<file path="config.mk">
export PLATFORM = sky130hd
export DESIGN_NAME = long_scram_gen
export DESIGN_NICKNAME = d
export VERILOG_FILES = /design/src/rtl/long_scram_gen.sv
export SDC_FILE = /design/constraint.sdc
export NUM_CORES = 1
export LEC_CHECK = 0
export BUFFER_PORTS_ARGS = -buffer_cell sky130_fd_sc_hd__buf_2
export CAP_MARGIN = 20
export CORE_UTILIZATION = 50
export DETAILED_ROUTE_END_ITERATION = 10
export PLACE_DENSITY_LB_ADDON = 0.05
export SLEW_MARGIN = 20
export SYNTH_ARGS = -nofsm -noshare
export SYNTH_HDL_FRONTEND = slang
export SYNTH_SLANG_ARGS = --single-unit
</file>
<file path="constraint.sdc">
create_clock -name clk -period 4.7 [get_ports clk]
set_input_delay 0.94 -clock clk [delete_from_list [all_inputs] [get_ports clk]]
set_output_delay 0.94 -clock clk [all_outputs]
set_load 0.005 [all_outputs]
</file>
<file path="src/rtl/long_scram_gen.sv">
module long_scram_gen #(
  parameter int W           = 16,
  parameter int FRAME_CHIPS = 38400
) (
  input  logic         clk,
  input  logic         rst_n,
  input  logic         load,
  input  logic         advance,
  input  logic [23:0]  code_num,
  output logic [W-1:0] c1_word,
  output logic [W-1:0] c2_word,
  output logic         word_valid,
  output logic         frame_last
);
  localparam int WORDS = FRAME_CHIPS / W;
  localparam int CW    = $clog2(WORDS + 1);

  logic [24:0]   x_q, y_q, x_nx, y_nx;
  logic [23:0]   code_q;
  logic [CW-1:0] cnt_q;
  logic          run_q;
  logic [W-1:0]  c1_nx, c2_nx;
  logic          at_end;

  assign at_end = (cnt_q == CW'(WORDS - 1));

  always_comb begin
    logic [24:0] xs, ys;
    xs = x_q;
    ys = y_q;
    for (int j = 0; j < W; j++) begin
      c1_nx[j] = xs[0] ^ ys[0];
      c2_nx[j] = xs[4] ^ xs[7] ^ xs[18] ^ ys[4] ^ ys[6] ^ ys[17];
      xs = {xs[0] ^ xs[3], xs[24:1]};
      ys = {ys[0] ^ ys[1] ^ ys[2] ^ ys[3], ys[24:1]};
    end
    x_nx = xs;
    y_nx = ys;
  end

  always_ff @(posedge clk) begin
    if (!rst_n) begin
      x_q        <= '0;
      y_q        <= '0;
      code_q     <= '0;
      cnt_q      <= '0;
      run_q      <= 1'b0;
      c1_word    <= '0;
      c2_word    <= '0;
      word_valid <= 1'b0;
      frame_last <= 1'b0;
    end else begin
      word_valid <= 1'b0;
      frame_last <= 1'b0;
      if (load) begin
        x_q    <= {1'b1, code_num};
        y_q    <= '1;
        code_q <= code_num;
        cnt_q  <= '0;
        run_q  <= 1'b1;
      end else if (advance && run_q) begin
        c1_word    <= c1_nx;
        c2_word    <= c2_nx;
        word_valid <= 1'b1;
        frame_last <= at_end;
        if (at_end) begin
          x_q   <= {1'b1, code_q};
          y_q   <= '1;
          cnt_q <= '0;
        end else begin
          x_q   <= x_nx;
          y_q   <= y_nx;
          cnt_q <= cnt_q + 1'b1;
        end
      end
    end
  end
endmodule

</file>
==> impl_metrics.py <==
metrics = {
    "synth": {
        "ys_types": 36,
        "synth_area_um2": 6010,
        "yosysWarningCount": 0,
        "ys_seq_elements": 121,
        "yosysSeqAreaShare_pct": 40.3,
        "synthesis.nets": 637,
        "netlist_instances": 608,
        "syn_area_per_cell_um2": 9.89,
    },
    "routing": {
        "drt-initial-drc-count": 400,
        "dr.pass1.iters": 8,
        "vias_per_cell": 5.53,
        "drc": 7,
        "vias": 4378,
        "routed_wl_um": 14900,
        "wl_per_cell_um": 18.8,
        "ant_nets": 0,
    },
    "status": {
        "status": "complete, but fails checks",
        "violations": "design-rule violations",
    },
    "worst_setup_path": {
        "timing.rr.start": "cnt_q[7]",
        "r2r-end": "x_q[17]",
        "cp-endpoint": "y_q[13]",
        "cp.arrival_ns": 2.74,
        "cp-end-kind": "flip-flop",
        "rr_worst_depth": 5,
        "r2r_slack_ns": 2.26,
        "critPathMaxFanout": 29,
        "path_class": "input pin to flip-flop",
        "cp-start-kind": "input pin",
        "worstSetupStartpoint": "advance",
        "crit_required_ns": 4.94,
    },
    "grt": {
        "grt_max_degree": 87,
        "grt_usage_pct": 25.6,
        "antenna_found_initial": 0,
        "grt_pass1_wl_um": 23900,
        "grt_pass1_vias": 4336,
        "grt_overflow_total": 0,
    },
    "timing": {
        "fin_crit_ns": 2.50,
        "drv_slew": 0,
        "fmax_mhz": 400,
        "slew_headroom_pct": 22.1,
        "fin_skew_ns": 0.00798,
        "tns_ns": 0,
        "rsz0062_at_grt": "no",
        "worst_pin_slew_ns": 1.16,
        "hold_viol": 0,
        "setup_viol": 0,
        "post-route-period-util_pct": 53.2,
    },
    "layout": {
        "layout_common_cells": "121 x dfxtp_1, 67 x xnor2_1, 61 x nor2_1, 61 x buf_2, 46 x a21oi_1",
        "antenna_cells": 0,
        "layout-drive-gt1-share_pct": 18.2,
        "final_common_cell": "dfxtp_1",
        "area_growth_pct": 14.1,
        "layout.nets": 665,
        "nFillCells": 1011,
    },
    "clocking": {
        "post-cts-setup-buffers": 0,
        "clk_latency_ns": 0.42,
        "htree_levels": 4,
        "cts_tree": "done",
        "ctsLongestPathBuffers": 2,
        "cts_hold_buf": 0,
        "cts_buffers": 17,
        "cts.sinks": 121,
        "path_clk_slew_ns": 0.05,
        "cts_resized": 0,
        "cts-root-buf": "clkbuf_16",
    },
    "power_and_ir_drop": {
        "ir_drop_uv": 261,
        "p_int_w": 0.00222,
        "power.total_w": 0.00302,
        "switching_power_w": 0.000805,
        "cellLeakagePower_nw": 2.77,
        "p_sw_share_pct": 26.6,
        "combPwrFrac_pct": 18.3,
        "clock_power_share_pct": 42.3,
        "seqPwrFrac_pct": 39.4,
        "powerDensity_nw_per_um2": 441,
    },
    "place": {
        "gp_congestion": 0.851,
        "portBuffers": 61,
        "dp_hpwl_um": 10100,
    },
    "die": {
        "core_um2": 11600,
        "dieArea_um2": 12500,
        "die_x_um": 112,
        "start_util_pct": 52.0,
        "pin_count": 62,
        "num_rows": 39,
        "dieHeight_um": 112,
    },
    "worst_hold_path": {
        "hold_path_class": "flip-flop to flip-flop",
    },
    "flow_run": {
        "cap_violations": 0,
    },
}
metrics by stage:
step	hold WS, ns	cells	setup WS, ns	util (%)	cell area [µm²]
2_1_floorplan	0.448	608	2.65	-	6010
3_3_place_gp	0.472	760	1.94	54.2	6270
3_5_place_dp	0.487	760	1.85	54.2	6270
4_1_cts	0.495	792	2.25	59.3	6860
5_1_grt	0.517	792	2.11	59.3	6860
6_report	0.493	792	2.20	59.3	6860
cell families after synthesis:
| kind of cell | after synthesis | synth area share, % |
|---|---|---|
| muxes | 48 | 8.08 |
| and+or+nand+nor | 117 | 9.49 |
| adders and majority gates | 1 | 0.208 |
| xor gates and xnor gates | 123 | 21.7 |
| DFF | 121 | 40.3 |
| AOI/OAI and AO/OA | 135 | 15.2 |
| buffers and inverters | 63 | 5.02 |
synth_stat cells:
| library cell | n | share of area (%) |
|---|---|---|
| and4_1 | 3 | 0.44 |
| buf_2 | 8 | 0.67 |
| mux2i_1 | 44 | 7.3 |
| o21ai_0 | 25 | 2.1 |
| o221a_2 | 11 | 2.1 |
| o21ba_2 | 2 | 0.33 |
| a21oi_1 | 46 | 3.8 |
| or3_1 | 2 | 0.21 |
| buf_12 | 2 | 0.67 |
| o311ai_0 | 24 | 3.5 |
| and2_1 | 2 | 0.21 |
| or4b_1 | 1 | 0.17 |
| buf_6 | 2 | 0.37 |
| nor2_1 | 62 | 3.9 |
| xnor2_1 | 67 | 9.8 |
| dfxtp_1 | 121 | 40 |
| a2bb2oi_1 | 1 | 0.15 |
| xor2_1 | 40 | 5.8 |
| nor3_2 | 1 | 0.17 |
| inv_1 | 5 | 0.31 |
| a21o_1 | 1 | 0.12 |
| buf_1 | 5 | 0.31 |
| and3_1 | 1 | 0.10 |
| xor2_4 | 1 | 0.46 |
| nand2b_1 | 28 | 2.9 |
| nand4_1 | 4 | 0.42 |
| a211oi_1 | 23 | 2.9 |
| clkbuf_1 | 39 | 2.4 |
| ha_1 | 1 | 0.21 |
| mux2_2 | 4 | 0.75 |
| a21oi_2 | 2 | 0.29 |
| xnor3_1 | 15 | 5.6 |
| buf_4 | 2 | 0.25 |
| nand4b_1 | 1 | 0.15 |
| nand2_1 | 7 | 0.44 |
| nand3_1 | 5 | 0.42 |
cell type report:
| cell class | instances | area [µm²] | share of cell area [%] |
|---|---|---|---|
| timing repair buffer | 67 | 350 | 5.11 |
| clock inverter | 8 | 92.6 | 1.35 |
| multi-input combinational | 424 | 3300 | 48.1 |
| inverter | 5 | 18.8 | 0.274 |
| tap | 143 | 179 | 2.61 |
| clock buffer | 24 | 492 | 7.17 |
| sequential | 121 | 2420 | 35.3 |
power by group through the flow:
stage / sequential [W] / clock (W) / combinational (W)
finish: 0.00119 / 0.00128 / 0.000553
global route: 0.00120 / 0.00134 / 0.000609
CTS: 0.00119 / 0.00130 / 0.000557
detailed placement: 0.00121 / 0 / 0.000550
global placement: 0.00121 / 0 / 0.000544
floorplan: 0.00115 / 0 / 0.000471
sequential cells by signal, summed over array words and instances (netlist names):
register    flops
x_q            25
y_q            25
code_q         24
c1_word        16
c2_word        16
cnt_q          12
frame_last      1
run_q           1
word_valid      1
worst min-delay path by stage:
stage	start	endpoint	slack, ns	cells past startpoint
2_1_floorplan	c2_word[7]	c2_word[7]	0.45	2
3_3_place_gp	code_q[0]	code_q[0]	0.47	2
3_5_place_dp	code_q[10]	code_q[10]	0.49	2
4_1_cts	c2_word[12]	c2_word[12]	0.49	2
5_1_grt	c1_word[14]	c1_word[14]	0.52	2
6_report	c2_word[10]	c2_word[10]	0.49	2
routing by layer:
metal  track usage (%)  wire length (µm)
met5                 0                 0
met4              10.1               322
met3              7.02               796
met2              38.7              6750
met1              34.6              7030
worst max-delay path: stages:
cell      delay, ns
buf_2          0.10
and2_1         0.12
buf_4          0.29
nand2b_1       0.19
nor2_1         0.92
a21oi_1        0.15
No activity file was read; power rests on OpenSTA's default activity.
